===== src/rtl/mfir_pkg.sv =====
package mfir_pkg;

    localparam int LANES      = 4;
    localparam int SAMP_W     = 16;
    localparam int COEF_W     = 16;
    localparam int ACC_W      = 40;
    localparam int PROD_W     = SAMP_W + COEF_W;
    localparam int MAX_TAPS   = 64;
    localparam int TAP_W      = $clog2(MAX_TAPS + 1);
    localparam int CADDR_W    = $clog2(MAX_TAPS);
    localparam int SADDR_W    = 10;
    localparam int MAX_BLOCKS = 16;
    localparam int BLK_W      = $clog2(MAX_BLOCKS + 1);
    localparam int PRIME_LEN  = LANES - 1;
    localparam int PCNT_W     = (PRIME_LEN > 1) ? $clog2(PRIME_LEN) : 1;

    typedef logic signed [SAMP_W-1:0]  samp_t;
    typedef logic signed [COEF_W-1:0]  coef_t;
    typedef logic signed [ACC_W-1:0]   acc_t;
    typedef logic signed [SADDR_W:0]   sidx_t;

    typedef enum logic [1:0] {
        SEQ_IDLE,
        SEQ_PRIME,
        SEQ_RUN
    } seq_state_e;

    // Control that travels with a fetch until its data returns.
    typedef struct packed {
        logic shift;  // a sample slot enters the window
        logic zero;   // the slot is below index zero
        logic mac;    // the lanes accumulate
        logic clr;    // first tap of a group
        logic last;   // final tap of a group
    } lane_ctl_t;

    function automatic acc_t mac_step(input acc_t acc_in, input coef_t w, input samp_t x);
        logic signed [PROD_W-1:0] prod;
        prod = w * x;
        return acc_in + {{(ACC_W - PROD_W){prod[PROD_W-1]}}, prod};
    endfunction

endpackage


===== src/rtl/mfir_seq.sv =====
module mfir_seq
    import mfir_pkg::*;
(
    input  logic               clk,
    input  logic               rst,
    input  logic               start,
    input  logic [SADDR_W-1:0] base_idx,
    input  logic [TAP_W-1:0]   taps,
    input  logic [BLK_W-1:0]   blocks,
    output logic               busy,
    output logic               coef_rd_en,
    output logic [CADDR_W-1:0] coef_addr,
    output logic               samp_rd_en,
    output logic [SADDR_W-1:0] samp_addr,
    output lane_ctl_t          ctl
);

    seq_state_e         state_q;
    sidx_t              base_q;
    logic [TAP_W-1:0]   taps_q;
    logic [BLK_W-1:0]   blk_left_q;
    logic [PCNT_W-1:0]  pcnt_q;
    logic [CADDR_W-1:0] k_q;

    sidx_t idx;
    logic  last_tap;
    logic  running;

    always_comb begin
        if (state_q == SEQ_PRIME) begin
            idx = base_q + sidx_t'(PRIME_LEN) - sidx_t'(pcnt_q);
        end else begin
            idx = base_q - sidx_t'(k_q);
        end
        running    = (state_q == SEQ_RUN);
        last_tap   = (TAP_W'(k_q) == taps_q - TAP_W'(1));
        busy       = (state_q != SEQ_IDLE);
        coef_rd_en = running;
        coef_addr  = k_q;
        samp_rd_en = busy && !idx[SADDR_W];
        samp_addr  = idx[SADDR_W-1:0];
        ctl.shift  = busy;
        ctl.zero   = idx[SADDR_W];
        ctl.mac    = running;
        ctl.clr    = running && (k_q == '0);
        ctl.last   = running && last_tap;
    end

    always_ff @(posedge clk) begin
        if (rst) begin
            state_q    <= SEQ_IDLE;
            base_q     <= '0;
            taps_q     <= '0;
            blk_left_q <= '0;
            pcnt_q     <= '0;
            k_q        <= '0;
        end else begin
            case (state_q)
                SEQ_IDLE: begin
                    if (start) begin
                        base_q     <= sidx_t'({1'b0, base_idx});
                        taps_q     <= taps;
                        blk_left_q <= blocks;
                        pcnt_q     <= '0;
                        k_q        <= '0;
                        state_q    <= SEQ_PRIME;
                    end
                end
                SEQ_PRIME: begin
                    if (pcnt_q == PCNT_W'(PRIME_LEN - 1)) begin
                        pcnt_q  <= '0;
                        k_q     <= '0;
                        state_q <= SEQ_RUN;
                    end else begin
                        pcnt_q <= pcnt_q + 1'b1;
                    end
                end
                SEQ_RUN: begin
                    if (last_tap) begin
                        k_q <= '0;
                        if (blk_left_q == BLK_W'(1)) begin
                            state_q <= SEQ_IDLE;
                        end else begin
                            blk_left_q <= blk_left_q - 1'b1;
                            base_q     <= base_q + sidx_t'(LANES);
                            state_q    <= SEQ_PRIME;
                        end
                    end else begin
                        k_q <= k_q + 1'b1;
                    end
                end
                default: state_q <= SEQ_IDLE;
            endcase
        end
    end

endmodule


===== src/rtl/mfir_window.sv =====
module mfir_window
    import mfir_pkg::*;
(
    input  logic                clk,
    input  logic                rst,
    input  logic                shift,
    input  logic                zero,
    input  samp_t               din,
    output samp_t [LANES-1:0]   lane_x
);

    // Only LANES-1 entries are kept: the oldest lane value is dropped on shift.
    samp_t hist_q [PRIME_LEN];

    assign lane_x[0] = zero ? samp_t'(0) : din;

    for (genvar j = 1; j < LANES; j++) begin : g_tap
        assign lane_x[j] = hist_q[j-1];
    end

    always_ff @(posedge clk) begin
        if (rst) begin
            for (int i = 0; i < PRIME_LEN; i++) hist_q[i] <= '0;
        end else if (shift) begin
            for (int i = 0; i < PRIME_LEN; i++) hist_q[i] <= lane_x[i];
        end
    end

endmodule


===== src/rtl/mfir_mac_lane.sv =====
module mfir_mac_lane
    import mfir_pkg::*;
(
    input  logic  clk,
    input  logic  rst,
    input  logic  mac,
    input  logic  clr,
    input  coef_t w,
    input  samp_t x,
    output acc_t  acc
);

    always_ff @(posedge clk) begin
        if (rst) begin
            acc <= '0;
        end else if (mac) begin
            acc <= mac_step(clr ? acc_t'(0) : acc, w, x);
        end
    end

endmodule


===== src/rtl/mfir_engine.sv =====
module mfir_engine
    import mfir_pkg::*;
(
    input  logic                         clk,
    input  logic                         rst,
    input  logic                         start,
    input  logic [SADDR_W-1:0]           base_idx,
    input  logic [TAP_W-1:0]             taps,
    input  logic [BLK_W-1:0]             blocks,
    output logic                         busy,
    output logic                         coef_rd_en,
    output logic [CADDR_W-1:0]           coef_addr,
    input  logic [COEF_W-1:0]            coef_data,
    output logic                         samp_rd_en,
    output logic [SADDR_W-1:0]           samp_addr,
    input  logic [SAMP_W-1:0]            samp_data,
    output logic                         done,
    output logic [LANES-1:0][ACC_W-1:0]  y
);

    lane_ctl_t                   issue_ctl;
    lane_ctl_t                   data_ctl_q;   // aligned with returning memory data
    samp_t [LANES-1:0]           lane_x;
    acc_t                        lane_acc [LANES];
    logic                        capture_q;
    logic                        done_q;
    logic [LANES-1:0][ACC_W-1:0] y_q;

    mfir_seq u_seq (
        .clk        (clk),
        .rst        (rst),
        .start      (start),
        .base_idx   (base_idx),
        .taps       (taps),
        .blocks     (blocks),
        .busy       (busy),
        .coef_rd_en (coef_rd_en),
        .coef_addr  (coef_addr),
        .samp_rd_en (samp_rd_en),
        .samp_addr  (samp_addr),
        .ctl        (issue_ctl)
    );

    mfir_window u_win (
        .clk    (clk),
        .rst    (rst),
        .shift  (data_ctl_q.shift),
        .zero   (data_ctl_q.zero),
        .din    ($signed(samp_data)),
        .lane_x (lane_x)
    );

    for (genvar j = 0; j < LANES; j++) begin : g_lane
        mfir_mac_lane u_lane (
            .clk (clk),
            .rst (rst),
            .mac (data_ctl_q.mac),
            .clr (data_ctl_q.clr),
            .w   ($signed(coef_data)),
            .x   (lane_x[j]),
            .acc (lane_acc[j])
        );
    end

    always_ff @(posedge clk) begin
        if (rst) begin
            data_ctl_q <= '0;
            capture_q  <= 1'b0;
            done_q     <= 1'b0;
            y_q        <= '0;
        end else begin
            data_ctl_q <= issue_ctl;
            capture_q  <= data_ctl_q.last;
            done_q     <= capture_q;
            if (capture_q) begin
                for (int j = 0; j < LANES; j++) y_q[j] <= lane_acc[j];
            end
        end
    end

    assign done = done_q;
    assign y    = y_q;

endmodule


===== config.mk =====
export PLATFORM = sky130hd
export DESIGN_NAME = mfir_engine
export DESIGN_NICKNAME = d
export VERILOG_FILES = /design/src/rtl/mfir_pkg.sv /design/src/rtl/mfir_seq.sv /design/src/rtl/mfir_window.sv /design/src/rtl/mfir_mac_lane.sv /design/src/rtl/mfir_engine.sv
export SDC_FILE = /design/constraint.sdc
export NUM_CORES = 2
export LEC_CHECK = 0
export BUFFER_PORTS_ARGS = -buffer_cell sky130_fd_sc_hd__buf_2
export CORE_ASPECT_RATIO = 1.5
export CORE_MARGIN = 3
export CORE_UTILIZATION = 55
export CTS_CLUSTER_SIZE = 20
export DETAILED_ROUTE_END_ITERATION = 10
export PLACE_DENSITY = 0.78
export RECOVER_POWER = 50
export SLEW_MARGIN = 20
export SYNTH_ARGS = -nofsm -noshare
export SYNTH_HDL_FRONTEND = slang
export SYNTH_SLANG_ARGS = --single-unit

===== constraint.sdc =====
create_clock -name clk -period 22.4 [get_ports clk]
set_clock_uncertainty 0.15 [all_clocks]
set_input_delay 2.24 -clock clk [delete_from_list [all_inputs] [get_ports clk]]
set_output_delay 2.24 -clock clk [all_outputs]
set_load 0.05 [all_outputs]

======== Word-level counts from Yosys, hierarchy flattened ========
Memories as Yosys holds them, arrays and structs flattened.
Cells that the tools add are included.
Widths: inputs -> output; s select.
operators by class
  add/sub/neg operators ................... 12
  multipliers ............................. 4
  eq/ne operators ......................... 9
  muxes and demuxes ....................... 34
  bitwise logic cells ..................... 3
  reduce and logical (&&, ||, !) cells .... 15
operator list
  cell                   number
  $add 40x40->40         4
  $mux 40                4
  $mul 16x16->32         4
  $mux 16                4
  $mux 11                4
  $pmux 11 s2            1
  $mux 6                 3
  $pmux 6 s3             1
  $mux 5                 3
  $add 11x3->11 const B  1
  $add 11x4->11 const B  1
  $sub 11x3->11          1
  $sub 11x7->11          1
  $mux 2                 5
  $pmux 5 s2             1
  $eq 6x7->1             1
  $sub 7x1->7 const B    1
  $add 6x1->6 const B    1
  $logic_not 6->1        1
  $mux 1                 6
  $ne 2x2->1 const B     3
  $pmux 2 s3             1
  $reduce_and 3->1       2
  $reduce_bool 2->1      3
  other kinds (14)       20
storage, ports and cells
  flip-flop bits (word level) ............. 360
  bits in writable memories ............... 48
  input port bits ......................... 57
  output and inout bits ................... 180
  word-level logic and storage cells ...... 99
  memories ................................ 1
memory list
  memory        depth  width  read ports  clocked after memory_dff  wr ports  line               RTL
  u_win.hist_q  3      16     3           0                         3         mfir_window.sv:13  samp_t hist_q [PRIME_LEN];

======== Depth between registers and ports, before layout ========
  depth after elaboration ................. 5
  mapped depth ............................ 41
  depth with buffers taken out ............ 39

======== Modules after synthesis ========
A second synthesis with hierarchy kept.
second synthesis, totals
  cell total of the unflattened synthesis .. 7,199
  area, all modules ....................... 65,103.7 um^2
modules (own cells, without submodules)
  module                             times used  cells an instance  area an instance (um^2)
  mfir_mac_lane at g_lane[3].u_lane  1           1,569              13,710.6
  mfir_mac_lane at g_lane[2].u_lane  1           1,561              13,705.6
  mfir_mac_lane at g_lane[0].u_lane  1           1,541              13,500.4
  mfir_mac_lane at g_lane[1].u_lane  1           1,514              13,396.6
  mfir_engine                        1           531                5,841.9
  mfir_seq                           1           357                2,822.7
  mfir_window                        1           126                2,125.8

======== Worst setup path before layout ========
OpenSTA, ideal clock, no wires.
  kind .................................... input to register
  start ................................... in coef_data[15]
  end ..................................... reg g_lane[3].u_lane.acc[37]
  data arrival time ....................... 10.259 ns
  data required time ...................... 22.122 ns
  slack ................................... 11.863 ns
  cell stages on the path ................. 34
  buffers on the path ..................... 2
  cells stage by stage .................... clkbuf_1 > clkbuf_1 > nand2_1 > inv_1 > fa_1 > fa_1 > inv_1 > fa_1 > inv_1 > fa_1 > fa_1 > inv_1 > fa_1 > inv_1 > ha_1 > a21o_1 > a21o_1 > a21oi_1 > o21ai_0 > or2_2 > o211ai_1 > a31oi_1 > a311oi_2 > ha_1 > a21o_1 > a21o_1 > or4_1 > a21oi_1 > o31ai_1 > a21o_1 > a21oi_1 > xnor2_1 > mux2i_1 > nor2_1
on the way
  cells in the longest elaborated chain, start to end .. 2
RTL lines
  what                    line                 RTL
  start: declaration      mfir_engine.sv:13    input logic [COEF_W-1:0] coef_data,
  $mul 16x16->32          mfir_pkg.sv:39       prod = w * x;
  $add 40x40->40          mfir_pkg.sv:40       return acc_in + {{(ACC_W - PROD_W){prod[PROD_W-1]}}, prod};
  end signal: assignment  mfir_mac_lane.sv:17  acc <= mac_step(clr ? acc_t'(0) : acc, w, x);
  end: declaration        mfir_mac_lane.sv:10  output acc_t acc
No other way between the ends.
A chain may end at the register's enable or synchronous reset.

======== Worst setup path in the final report ========
  start ................................... in coef_data[7]
  end ..................................... reg g_lane[0].u_lane.acc[37]
on the way
  cells in the longest elaborated chain, start to end .. 2
RTL lines
  what                    line
  $mul 16x16->32          mfir_pkg.sv:39
  $add 40x40->40          mfir_pkg.sv:40
  end signal: assignment  mfir_mac_lane.sv:17
  end: declaration        mfir_mac_lane.sv:10
No other way between the ends.

==> flow_summary_export.csv <==
group,metric,value,unit
route,antenna_left,0,
cells_and_area,nFillCells,9607,
synthesis,ys.flop_type,"dfxtp_1",
cts,htree_levels,2,
cts,cts_root_buf,"clkbuf_16",
sta,timing.final.crit_share,51.5,%
run,maxCapViolations,4,
sta,fin_crit,11.54,ns
synthesis,yosysSeqAreaShare,13.7,%
route,vias,48300,
global_routing,grt_pass1_wl,268,mm
synthesis,async_flop_share,0,%
route,wirelength,163,mm
cells_and_area,layout_commonest_cell,"inv_1",
sta,relSlewSlack,-228,%
global_routing,grt_pass1_vias,52100,
setup_path,cp_max_fo,49,
min_path,hp-start,"data_ctl_q[0]",
sta,drv_slew,344,
min_path,whs_path_depth,1,
cts,cts_tree,"yes",
placement,dp.cells,8488,
synthesis,yosys_warnings,0,
sta,totalNegativeSetupSlack,0,ns
cts,hold_buffers,0,
setup_path,crit_top_cell,"fa_1",
cts,cts_resized,0,
setup_path,r2r-end,"g_lane[0].u_lane.acc[37]",
synthesis,synth_edf_count,48,
setup_path,required,22.53,ns
cells_and_area,layout-drive-gt1-share,4.07,%
route,first_pass_iters,5,
sta,clock.fmax,0.0867,GHz
sta,setup_violations,0,
cts,clkTransAtPathRegs,0.07,ns
synthesis,synth.net_count,8678,
setup_path,arrival,11.67,ns
global_routing,grt_usage,28.5,%
sta,holdWs,0.290,ns
floorplan,die_y,420,µm
floorplan,coreArea,0.113,mm²
route,drt_iter0_markers,2946,
cells_and_area,final_cell_mix,"1239 x inv_1, 1054 x fa_1, 682 x nand2_1",
sta,finalHoldViolCount,0,
placement,io_buffer_count,236,
synthesis,syn_area,0.0629,mm²
cells_and_area,fin_cells,8566,
placement,dpl_cell_area,0.0652,mm²
route,post_drt_wl_per_cell,19.0,µm
synthesis,ys_types,86,
placement,gp_congestion,0.931,
min_path,min_path_type,"flop to flop",
cts,clock_latency,0.61,ns
global_routing,overflow,0,
setup_path,path_class,"input port to flop",
cells_and_area,nNetsFinal,8704,
cts,clockBufferDepth,3,
setup_path,cpMaxStageDelayCell,"buf_4",
route,via_per_inst,5.64,
cts,cts.sinks,408,
setup_path,cp-start-kind,"input port",
setup_path,reg2reg_depth,36,
floorplan,io_pins,237,
global_routing,grt_max_degree,100,
synthesis,synth_top_cell_area_share,33.5,%
synthesis,avgSynthCellArea,8.92,µm²
global_routing,antenna_found_initial,10,
floorplan,dieArea,0.119,mm²
status,violations,"max-capacitance violations, max-slew violations",
setup_path,r2r-start,"data_ctl_q[3]",
placement,hpwl,127,mm
sta,grt_setup_unrepaired,"false",
floorplan,initial_core_util,55.6,%
setup_path,cpPeakStageDelay,0.61,ns
cells_and_area,stdcell_area,0.0664,mm²
floorplan,die_x,282,µm
setup_path,cp_num_buf_inv,7,
setup_path,worstSetupEndpointType,"flop",
floorplan,rows,151,
synthesis,ys_ff_latch,408,
route,drcViolationCount,0,
cells_and_area,syn_to_final_growth,5.53,%
status,outcome,"finished with violations",
synthesis,syn_inst,7051,
min_path,holdPathEnd,"capture_q",
setup_path,critPathTopFamily,"adder cells",
setup_path,rrSetupSlack,12.37,ns
synthesis,netlist_top_cells_area,"fa_1 34%, dfxtp_1 11%, ha_1 10%",
cts,post_cts_buffers,0,
sta,worstMarginPinSlew,4.93,ns
synthesis,synth_area_leader_cell,"fa_1",
cts,cts_buffers,40,
-- area by class of cell --
| class | count | area (µm²) | share of cell area [%] |
|---|---|---|---|
| Multi-Input combinational cell | 5098 | 48500 | 73.0 |
| Clock inverter | 19 | 200 | 0.301 |
| Timing Repair Buffer | 289 | 1400 | 2.11 |
| Tap cell | 1453 | 1820 | 2.74 |
| Clock buffer | 54 | 1170 | 1.76 |
| Inverter | 1240 | 4650 | 7.01 |
| Antenna cell | 5 | 12.5 | 0.0188 |
| Sequential cell | 408 | 8660 | 13.0 |
-- per-layer routing --
| layer | track usage, % | wire length (µm) | vias up |
|---|---|---|---|
| li1 | - | - | 21900 |
| met1 | 34.2 | 60900 | 24100 |
| met5 | 0 | 34 | - |
| met4 | 12.4 | 7810 | 8 |
| met2 | 49.6 | 81400 | 1822 |
| met3 | 5.46 | 12900 | 499 |
-- state kept, by name, indices dropped and copies added (netlist names) --
name	flops
capture_q	1
data_ctl_q	5
done	1
g_lane.u_lane.acc	160
u_seq.base_q	11
u_seq.blk_left_q	5
u_seq.coef_addr	6
u_seq.pcnt_q	2
u_seq.state_q	2
u_seq.taps_q	7
u_win.hist_q	48
y	160
-- cells by family (layout without fill, tap and decap cells) --
logic type / count (synthesis) / after routing / share of synthesized area [%]
adder cells (fa/ha/maj): 1570 / 1570 / 43.8
buffers and inverters: 1545 / 1602 / 9.22
multiplexers: 262 / 262 / 4.17
XOR/XNOR: 304 / 304 / 4.28
AND/OR/NAND/NOR: 2156 / 2156 / 16.5
flip-flops: 408 / 408 / 13.7
AO/OA/AOI/OAI: 806 / 806 / 8.28
other: 0 / 5 / 0
-- how the worst max path moves through the flow --
stage,startpoint,endpoint,cells past startpoint
after floorplan,coef_data[15],g_lane[3].u_lane.acc[37],34
after global placement,samp_data[7],g_lane[0].u_lane.acc[39],36
after detailed placement,coef_data[7],g_lane[0].u_lane.acc[39],36
after CTS,coef_data[7],g_lane[0].u_lane.acc[39],36
after global routing,coef_data[8],g_lane[1].u_lane.acc[39],30
final,coef_data[7],g_lane[0].u_lane.acc[37],36
-- synthesized netlist by cell type (43+ instances only) --
cell	n
a21oi_1	259
a21o_1	120
nor2_1	539
fa_1	1054
nand2b_1	48
nor2b_1	208
edfxtp_1	48
xor2_1	75
mux2i_1	262
ha_1	516
inv_1	1240
xnor2_1	226
clkbuf_1	279
nand3_1	43
o21ai_0	141
nand2_1	682
dfxtp_1	360
and2_1	515
-- per-stage QoR --
| stage | setup slack [ns] | util (%) |
|---|---|---|
| finish | 10.86 | 58.7 |
| global route | 10.30 | 58.7 |
| CTS | 11.13 | 58.8 |
| detailed placement | 10.51 | 57.6 |
| global placement | 10.45 | 57.6 |
| floorplan | 11.86 | - |
Power is left out: the tool's default activity adds up to more than one toggle a clock period on the data nets, which glitch-free logic cannot reach.
